## config.mk

```make
export PLATFORM = sky130hd
export DESIGN_NAME = fence_commit_seq
export DESIGN_NICKNAME = d
export VERILOG_FILES = /design/src/rtl/fcs_pkg.sv /design/src/rtl/fcs_addr_gen.sv /design/src/rtl/fcs_shadow_ram.sv /design/src/rtl/fcs_seq.sv /design/src/rtl/fence_commit_seq.sv
export SDC_FILE = /design/constraint.sdc
export NUM_CORES = 1
export LEC_CHECK = 0
export BUFFER_PORTS_ARGS = -buffer_cell sky130_fd_sc_hd__buf_2
export CORE_MARGIN = 2
export CORE_UTILIZATION = 60
export CTS_BUF_LIST = sky130_fd_sc_hd__clkbuf_4 sky130_fd_sc_hd__clkbuf_8
export DETAILED_ROUTE_END_ITERATION = 10
export GPL_ROUTABILITY_DRIVEN = 0
export PLACE_DENSITY_LB_ADDON = 0.1
export SLEW_MARGIN = 10
export SYNTH_ARGS = -nofsm -noshare
export SYNTH_HDL_FRONTEND = slang
export SYNTH_SLANG_ARGS = --single-unit
```

## constraint.sdc

```tcl
create_clock -name clk -period 18.1 [get_ports clk]
set_clock_uncertainty 0.1 [all_clocks]
set_input_delay 2.715 -clock clk [delete_from_list [all_inputs] [get_ports clk]]
set_output_delay 2.715 -clock clk [all_outputs]
set_load 0.01 [all_outputs]
```

## src/rtl/fcs_pkg.sv

```systemverilog
package fcs_pkg;
  typedef enum logic [2:0] {
    ST_IDLE,
    ST_FETCH,
    ST_LOAD,
    ST_CMD,
    ST_RSP
  } fcs_state_e;

  typedef enum logic [2:0] {
    OP_OFF,
    OP_BAR1,
    OP_HI,
    OP_LO,
    OP_BAR2
  } fcs_op_e;
endpackage

```

## src/rtl/fcs_addr_gen.sv

```systemverilog
module fcs_addr_gen #(
  parameter int ADDR_W    = 16,
  parameter int IDX_W     = 2,
  parameter int BASE_ADDR = 'h4000
) (
  input  logic [IDX_W-1:0]  idx,
  output logic [ADDR_W-1:0] hi_addr,
  output logic [ADDR_W-1:0] lo_addr
);
  localparam int STRIDE_SH = 3;
  localparam logic [ADDR_W-1:0] LO_OFS = ADDR_W'(4);
  localparam logic [ADDR_W-1:0] BASE   = ADDR_W'(BASE_ADDR);

  always_comb begin
    hi_addr = BASE + (ADDR_W'(idx) << STRIDE_SH);
    lo_addr = hi_addr + LO_OFS;
  end
endmodule

```

## src/rtl/fcs_shadow_ram.sv

```systemverilog
module fcs_shadow_ram #(
  parameter int DEPTH = 4,
  parameter int AW    = 2,
  parameter int DW    = 64
) (
  input  logic          clk,
  input  logic          we,
  input  logic [AW-1:0] waddr,
  input  logic [DW-1:0] wdata,
  input  logic [AW-1:0] raddr,
  output logic [DW-1:0] rdata
);
  logic [DW-1:0] mem [DEPTH];

  always_ff @(posedge clk) begin
    if (we) mem[waddr] <= wdata;
    rdata <= mem[raddr];
  end
endmodule

```

## src/rtl/fcs_seq.sv

```systemverilog
module fcs_seq
  import fcs_pkg::*;
#(
  parameter int NUM_FENCES = 4,
  parameter int IDX_W      = 2,
  parameter int BUS_W      = 32,
  parameter int ADDR_W     = 16,
  parameter int BASE_ADDR  = 'h4000
) (
  input  logic                 clk,
  input  logic                 rst,
  input  logic                 req_valid,
  output logic                 req_ready,
  input  logic [IDX_W-1:0]     req_index,
  input  logic [2*BUS_W-1:0]   req_desc,
  input  logic                 restore_req,
  output logic                 commit_take,
  output logic [IDX_W-1:0]     ram_raddr,
  input  logic [2*BUS_W-1:0]   ram_rdata,
  output logic                 bus_cmd_valid,
  input  logic                 bus_cmd_ready,
  output logic                 bus_cmd_write,
  output logic [ADDR_W-1:0]    bus_cmd_addr,
  output logic [BUS_W-1:0]     bus_cmd_wdata,
  input  logic                 bus_rsp_valid,
  output logic                 fin,
  output logic [IDX_W-1:0]     fin_index,
  output logic                 done,
  output logic [IDX_W-1:0]     done_index,
  output logic                 restore_done
);
  localparam int DESC_W = 2 * BUS_W;
  localparam logic [IDX_W-1:0] LAST_IDX = IDX_W'(NUM_FENCES - 1);

  fcs_state_e        state_q;
  fcs_op_e           op_q;
  logic [IDX_W-1:0]  idx_q;
  logic [DESC_W-1:0] desc_q;
  logic              restoring_q;
  logic              cmd_valid_q;
  logic [BUS_W-1:0]  wdata_q;
  logic              done_q;
  logic [IDX_W-1:0]  done_idx_q;
  logic              rdone_q;
  logic [ADDR_W-1:0] hi_addr, lo_addr;
  logic              take_restore, cmd_fire;

  fcs_addr_gen #(
    .ADDR_W(ADDR_W), .IDX_W(IDX_W), .BASE_ADDR(BASE_ADDR)
  ) u_addr (
    .idx(idx_q), .hi_addr(hi_addr), .lo_addr(lo_addr)
  );

  assign req_ready     = (state_q == ST_IDLE);
  assign take_restore  = req_ready && restore_req;
  assign commit_take   = req_ready && req_valid && !restore_req;
  assign cmd_fire      = cmd_valid_q && bus_cmd_ready;
  assign ram_raddr     = idx_q;
  assign bus_cmd_valid = cmd_valid_q;
  assign bus_cmd_write = (op_q == OP_OFF) || (op_q == OP_HI) || (op_q == OP_LO);
  assign bus_cmd_addr  = (op_q == OP_HI) ? hi_addr : lo_addr;
  assign bus_cmd_wdata = wdata_q;
  assign fin           = (state_q == ST_RSP) && bus_rsp_valid && (op_q == OP_BAR2);
  assign fin_index     = idx_q;
  assign done          = done_q;
  assign done_index    = done_idx_q;
  assign restore_done  = rdone_q;

  always_ff @(posedge clk) begin
    if (rst) begin
      state_q     <= ST_IDLE;
      op_q        <= OP_OFF;
      idx_q       <= '0;
      desc_q      <= '0;
      restoring_q <= 1'b0;
      cmd_valid_q <= 1'b0;
      wdata_q     <= '0;
      done_q      <= 1'b0;
      done_idx_q  <= '0;
      rdone_q     <= 1'b0;
    end else begin
      done_q  <= 1'b0;
      rdone_q <= 1'b0;
      case (state_q)
        ST_IDLE: begin
          if (take_restore) begin
            restoring_q <= 1'b1;
            idx_q       <= '0;
            state_q     <= ST_FETCH;
          end else if (commit_take) begin
            idx_q       <= req_index;
            desc_q      <= req_desc;
            op_q        <= OP_OFF;
            wdata_q     <= '0;
            cmd_valid_q <= 1'b1;
            state_q     <= ST_CMD;
          end
        end
        ST_FETCH: state_q <= ST_LOAD;
        ST_LOAD: begin
          desc_q      <= ram_rdata;
          op_q        <= OP_OFF;
          wdata_q     <= '0;
          cmd_valid_q <= 1'b1;
          state_q     <= ST_CMD;
        end
        ST_CMD: begin
          if (cmd_fire) begin
            case (op_q)
              OP_OFF:  op_q <= OP_BAR1;
              OP_HI: begin
                op_q    <= OP_LO;
                wdata_q <= desc_q[BUS_W-1:0];
              end
              OP_LO: begin
                op_q    <= OP_BAR2;
                wdata_q <= '0;
              end
              default: begin
                cmd_valid_q <= 1'b0;
                state_q     <= ST_RSP;
              end
            endcase
          end
        end
        ST_RSP: begin
          if (bus_rsp_valid) begin
            if (op_q == OP_BAR1) begin
              op_q        <= OP_HI;
              wdata_q     <= desc_q[DESC_W-1:BUS_W];
              cmd_valid_q <= 1'b1;
              state_q     <= ST_CMD;
            end else begin
              done_q     <= 1'b1;
              done_idx_q <= idx_q;
              if (restoring_q && (idx_q != LAST_IDX)) begin
                idx_q   <= idx_q + 1'b1;
                state_q <= ST_FETCH;
              end else begin
                rdone_q     <= restoring_q;
                restoring_q <= 1'b0;
                state_q     <= ST_IDLE;
              end
            end
          end
        end
        default: state_q <= ST_IDLE;
      endcase
    end
  end


  cmd_hold_chk: assert property (@(posedge clk) disable iff (rst)
    (bus_cmd_valid && !bus_cmd_ready) |=> (bus_cmd_valid && $stable(bus_cmd_write)
      && $stable(bus_cmd_addr) && $stable(bus_cmd_wdata)));


  first_off_chk: assert property (@(posedge clk) disable iff (rst)
    commit_take |=> (bus_cmd_valid && bus_cmd_write && bus_cmd_wdata == '0
      && bus_cmd_addr == lo_addr));


  barrier_wait_chk: assert property (@(posedge clk) disable iff (rst)
    (bus_cmd_valid && bus_cmd_ready && !bus_cmd_write) |=> !bus_cmd_valid);


  done_after_rsp_chk: assert property (@(posedge clk) disable iff (rst)
    done |-> $past(bus_rsp_valid));


  idle_no_cmd_chk: assert property (@(posedge clk) disable iff (rst)
    req_ready |-> !bus_cmd_valid);
endmodule

```

## src/rtl/fence_commit_seq.sv

```systemverilog
module fence_commit_seq #(
  parameter int NUM_FENCES = 4,
  parameter int BUS_W      = 32,
  parameter int ADDR_W     = 16,
  parameter int BASE_ADDR  = 'h4000,
  localparam int IDX_W     = (NUM_FENCES > 1) ? $clog2(NUM_FENCES) : 1,
  localparam int DESC_W    = 2 * BUS_W
) (
  input  logic                  clk,
  input  logic                  rst,
  input  logic                  req_valid,
  output logic                  req_ready,
  input  logic [IDX_W-1:0]      req_index,
  input  logic [DESC_W-1:0]     req_desc,
  input  logic                  restore_req,
  output logic                  bus_cmd_valid,
  input  logic                  bus_cmd_ready,
  output logic                  bus_cmd_write,
  output logic [ADDR_W-1:0]     bus_cmd_addr,
  output logic [BUS_W-1:0]      bus_cmd_wdata,
  input  logic                  bus_rsp_valid,
  output logic                  done,
  output logic [IDX_W-1:0]      done_index,
  output logic                  restore_done,
  output logic [NUM_FENCES-1:0] dirty_mask
);
  logic              commit_take;
  logic [IDX_W-1:0]  ram_raddr;
  logic [DESC_W-1:0] ram_rdata;
  logic              fin;
  logic [IDX_W-1:0]  fin_index;
  logic [NUM_FENCES-1:0] dirty_q;

  fcs_shadow_ram #(
    .DEPTH(NUM_FENCES), .AW(IDX_W), .DW(DESC_W)
  ) u_shadow (
    .clk(clk), .we(commit_take), .waddr(req_index), .wdata(req_desc),
    .raddr(ram_raddr), .rdata(ram_rdata)
  );

  fcs_seq #(
    .NUM_FENCES(NUM_FENCES), .IDX_W(IDX_W), .BUS_W(BUS_W),
    .ADDR_W(ADDR_W), .BASE_ADDR(BASE_ADDR)
  ) u_seq (
    .clk(clk), .rst(rst),
    .req_valid(req_valid), .req_ready(req_ready),
    .req_index(req_index), .req_desc(req_desc), .restore_req(restore_req),
    .commit_take(commit_take), .ram_raddr(ram_raddr), .ram_rdata(ram_rdata),
    .bus_cmd_valid(bus_cmd_valid), .bus_cmd_ready(bus_cmd_ready),
    .bus_cmd_write(bus_cmd_write), .bus_cmd_addr(bus_cmd_addr),
    .bus_cmd_wdata(bus_cmd_wdata), .bus_rsp_valid(bus_rsp_valid),
    .fin(fin), .fin_index(fin_index),
    .done(done), .done_index(done_index), .restore_done(restore_done)
  );

  genvar g;
  generate
    for (g = 0; g < NUM_FENCES; g++) begin : g_dirty
      always_ff @(posedge clk) begin
        if (rst) dirty_q[g] <= 1'b0;
        else if (commit_take && req_index == IDX_W'(g)) dirty_q[g] <= 1'b1;
        else if (fin && fin_index == IDX_W'(g)) dirty_q[g] <= 1'b0;
      end
    end
  endgenerate

  assign dirty_mask = dirty_q;


  dirty_clear_chk: assert property (@(posedge clk) disable iff (rst)
    done |-> !dirty_mask[done_index]);


  dirty_set_chk: assert property (@(posedge clk) disable iff (rst)
    (req_valid && req_ready && !restore_req) |=> dirty_mask[$past(req_index)]);


  restore_last_chk: assert property (@(posedge clk) disable iff (rst)
    restore_done |-> (done && done_index == IDX_W'(NUM_FENCES - 1)));
endmodule

```

**Yosys cells after proc, flatten, opt, wreduce, memory -nomap -nowiden**

Memories as Yosys holds them, arrays and structs flattened. A register that Yosys moved wholly into a read port is not among the register bits.
Index checks and enable logic that the tools add are counted.

- Register bits: 114
- Memories kept: 1
- Logic and storage cells: 144
- Output and inout port bits: 59
- ROM bits: 0
- Bits in writable memories: 256
- Latch bits: 0
- Bits of input ports: 72

- $add $sub $neg: 3
- $mul: 0
- Multiplexer cells: 55
- Div/mod/pow operators: 0
- Eq/ne operators: 28
- Order comparisons: 0
- Bitwise operators: 3
- Reductions and logical operators: 40
- Shifts and indexed selects: 0

Memories:

| name | depth | bits a word | rd ports | clocked after memory_dff | write ports | RTL line | RTL |
|---|---|---|---|---|---|---|---|
| u_shadow.mem | 4 | 64 | 1 | 1 | 1 | fcs_shadow_ram.sv:13 | `logic [DW-1:0] mem [DEPTH];` |

Operators with widths:

| operator | count |
|---|---|
| $mux 32 | 5 |
| $mux 64 | 2 |
| $pmux 32 s4 | 1 |
| $pmux 64 s2 | 1 |
| $pmux 32 s2 | 1 |
| $mux 3 | 11 |
| $mux 1 | 22 |
| $reduce_and 7->1 | 3 |
| $ne 2x2->1 const B | 10 |
| $add 15x5->16 const A | 1 |
| $add 16x3->16 const B | 1 |
| $mux 16 | 1 |
| $logic_and 1x1->1 | 15 |
| $pmux 3 s5 | 1 |
| $eq 3x2->1 const B | 4 |
| $pmux 3 s4 | 1 |
| $reduce_bool 2->1 | 6 |
| $mux 2 | 5 |
| $reduce_and 5->1 | 2 |
| $pmux 3 s3 | 1 |
| $eq 2x2->1 const B | 4 |
| $eq 3x1->1 const B | 2 |
| $eq 3x3->1 const B | 2 |
| $logic_not 3->1 | 2 |
| 18 further kinds | 25 |

**Logic depth before layout (Yosys ltp)**

- Depth in word-level cells: 6
- Mapped depth: 8
- Gate-level depth less buffers: 5

**Modules after synthesis**

From an unflattened synthesis, not the netlist that was laid out.

- Cell total of the unflattened synthesis: 1017
- Area total of the unflattened synthesis: 16547.1 µm²

Modules (own cells, without submodules):

| module | sequential area each (µm²) | cells each | instances | area each (µm²) |
|---|---|---|---|---|
| fcs_shadow_ram | 8968.6 | 402 | 1 | 10622.7 |
| fcs_seq | 2202.1 | 562 | 1 | 5495.3 |
| fcs_addr_gen | 0.0 | 34 | 1 | 247.7 |
| fence_commit_seq | 80.1 | 19 | 1 | 181.4 |

**Least setup slack after synthesis**

Ideal clock, no wire load.

- Path type: input to register
- From: input restore_req
- To: memory u_shadow.mem[0][0] (enable)
- Required time: 17.346 ns
- Data arrival time: 9.264 ns
- Stages on the path: 3
- Slack: 8.082 ns
- Buffers on the path: 1
- Setup time: 0.654 ns
- Path through: clkbuf_1 > nand2b_1 > nor4_1

- Word-level cells in the longest chain between the ends: 4

RTL lines:

| item | RTL line | RTL |
|---|---|---|
| start: declaration | fence_commit_seq.sv:15 | `input logic restore_req,` |
| $logic_not 1->1 | fcs_seq.sv:56 | `assign commit_take = req_ready && req_valid && !restore_req;` |
| $logic_and 1x1->1 | fcs_seq.sv:56 |  |
| $mux 1 | fcs_shadow_ram.sv:16 | `if (we) mem[waddr] <= wdata;` |
| $mux 1 (implied by the code) | fcs_shadow_ram.sv:16 |  |
| end: declaration | fcs_shadow_ram.sv:13 |  |

No other way between the ends.

**Worst setup path after layout**

- From: input restore_req
- To: memory u_shadow.mem[1][29] (enable)

Same word-level chain as after synthesis.

==> results.yml <==
sta:
  relSlewSlack: 0.276
  tightest_slew_ns: 1.09
  period_needed_ns: 4.91
  setup_viol: 0
  tns_ns: 0
  grt_setup_unrepaired: "false"
  hold_violations: 0
  maxSlewViolCount: 0
  period_share: 0.271
  fmax_mhz: 204
yosys:
  synth_cells: 989
  ys_async_sr_fraction: 0
  ys_types: 54
  synth-warning-count: 0
  synth-edff-count: 256
  seq_area_frac_synth: 0.701
  synth-main-ff-cell: "edfxtp_1"
  syn_area_um2: 16000
  syn_avg_cell_area_um2: 16.2
  ys_seq_elements: 434
final_layout:
  diodes: 0
  fin_nets: 1187
  area_growth_pct: 13.5
  finish.instance_area_um2: 18200
  fin_cells: 1502
  drive_gt1_frac: 0.289
detailed_routing:
  dr.first_iter.drc_count: 839
  first_pass_iters: 7
  drc_errors: 10
  routedWlPerCell_um: 22.7
  viasPerCell: 6.13
  ant_nets: 0
  routed_wl_um: 34100
  vias: 9200
floorplanning:
  start_util: 0.614
  fp-row-count: 59
  die_w_um: 168
  die_area_um2: 28100
  ios: 131
  core_area_um2: 26100
  die_height_um: 168
cts:
  post_cts_resized: 0
  clock_sinks: 434
  clock-root-buffer: "clkbuf_8"
  hold_buffers: 0
  clk_pin_slew_ns: 0.06
  tritoncts: "built"
  postCtsSetupBuffers: 0
  clock_path_buffers: 3
  clk_latency_ns: 0.58
  htreeDepth: 3
  cts_made_buffers: 69
global_routing:
  overflow: 0
  grt_max_degree: 91
  grt_usage: 0.246
  antenna_found_initial: 1
  grt_pass1_wl_um: 52800
  first_global_vias: 9160
critical_path:
  reg2regPathDepth: 5
  cp_max_fo: 54
  crit_path_start: "restore_req"
  reg2reg_setup_slack_ns: 14.79
  crit_type: "input pin to flop"
  r2r-start: "u_seq.state_q[2]"
  critPathLaunchType: "input pin"
  end_kind: "flop"
  r2r-end: "u_shadow.mem[1][29]"
  required_ns: 18.19
  crit_arrival_ns: 5.00
  endpoint: "u_shadow.mem[1][29]"
status:
  status: "finished with violations"
  violations: "design-rule violations"
power_and_ir_drop:
  power-per-cell-area_nw_per_um2: 124
  p_total_mw: 2.25
  vdd_drop_max_mv: 0.0742
  leakagePower_nw: 6.25
placement:
  place.detailed.hpwl_um: 19000
  dp.cells: 1375
  placedInstanceArea_um2: 16800
  port_buffers: 117
flow_run:
  maxCapViolCount: 0
hold_path:
  hp-class: "flop to flop"
[layer usage]
layer / routed length [um] / vias up / track usage
met1: 14500 / 4578 / 0.347
met5: 13 / - / 0
met4: 709 / 2 / 0.0767
li1: - / 4178 / -
met2: 16500 / 388 / 0.390
met3: 2370 / 54 / 0.0525
[final cells by class]
class                   instances  area (um2)
repair buffers                134         716
fillers                      1754        7930
well taps                     335         419
multi-input cells             464        4340
clock buffers                 112        1360
inverters                       8        30.0
flip-flops and latches        434       11300
clock inverters                15        82.6
[cells in the final DEF (no fill, tap or decap), drive strengths merged, types with 3 or more instances in the layout]
cell      synthesis  layout
a31oi            34      34
a311oi           34      34
a21oi            10      10
a211oi           65      65
dfxtp           178     178
mux2i            67      67
nor2b             3       3
buf              49     134
nand4             4       4
o21ai             5       5
ha                4       4
inv               8       9
nand2b            4       4
conb              2      13
nor3b             3       3
nand2             6       6
edfxtp          256     256
nor2             77      77
mux4             64      64
clkbuf           45     112
a32oi            34      34
clkinv            0      10
and3              4       4
clkinvlp          0       4
nand3             4       4
[sequential cells by signal, summed over array words and instances, names as in the netlist, 2 cells and up]
signal and cells:
u_seq.done_index 2, u_shadow.rdata 64, u_seq.state_q 3, u_seq.fin_index 2, u_seq.bus_cmd_wdata 32, dirty_mask 4
u_seq.desc_q 64, u_seq.op_q 3, u_shadow.mem 256
[through the flow]
step	hold WS [ns]	setup slack (ns)	util
floorplan	0.364	8.08	-
finish	0.378	13.19	0.696
global placement	0.366	12.62	0.641
global route	0.396	13.07	0.696
CTS	0.384	13.21	0.696
detailed placement	0.374	12.60	0.641
[logic make-up after synthesis]
logic type / share of synthesized area
AND/OR/NAND/NOR: 0.0357
buffers and inverters: 0.0331
multiplexers: 0.132
flip-flops: 0.701
AO/OA/AOI/OAI: 0.0946
other: 0.000468
adder cells (fa/ha/maj): 0.00312
[how the worst min path moves through the flow]
| stage | from | end | slack, ns | cells past startpoint |
|---|---|---|---|---|
| 2_1_floorplan | u_shadow.rdata[0] | u_seq.desc_q[0] | 0.36 | 2 |
| 4_1_cts | u_shadow.rdata[27] | u_seq.desc_q[27] | 0.38 | 2 |
| 6_report | u_shadow.rdata[58] | u_seq.desc_q[58] | 0.38 | 2 |
| 5_1_grt | u_shadow.rdata[27] | u_seq.desc_q[27] | 0.40 | 2 |
| 3_3_place_gp | dirty_mask[3] | dirty_mask[3] | 0.37 | 2 |
| 3_5_place_dp | dirty_mask[3] | dirty_mask[3] | 0.37 | 2 |
[report_power, final]
group          internal [mW]  switching (mW)
Combinational          0.101           0.138
Clock                  0.477           0.366
Sequential              1.12          0.0498
[cells in the mapped netlist (all sizes together) (3+ instances only)]
cell	count	share of area
nor3b	3	0.0021
a32oi	34	0.019
a311oi	34	0.019
nand2b	4	0.0016
a31oi	34	0.013
nand4	4	0.0016
a211oi	65	0.030
nand2	6	0.0014
clkbuf	45	0.011
o21ai	5	0.0016
inv	8	0.0019
edfxtp	256	0.48
nor2	77	0.019
nand3	4	0.0012
mux4	64	0.090
dfxtp	178	0.22
ha	4	0.0031
a21oi	10	0.0031
and3	4	0.0016
mux2i	67	0.042
nor2b	3	0.0012
buf	49	0.021
[worst max-delay path, stage by stage]
cell and delay [ns]:
buf_2 0.16, nand2b_1 0.24, nor2_4 0.12, buf_4 0.50, and3_2 0.47, buf_4 0.72
Power figures use the tool's default switching activity.
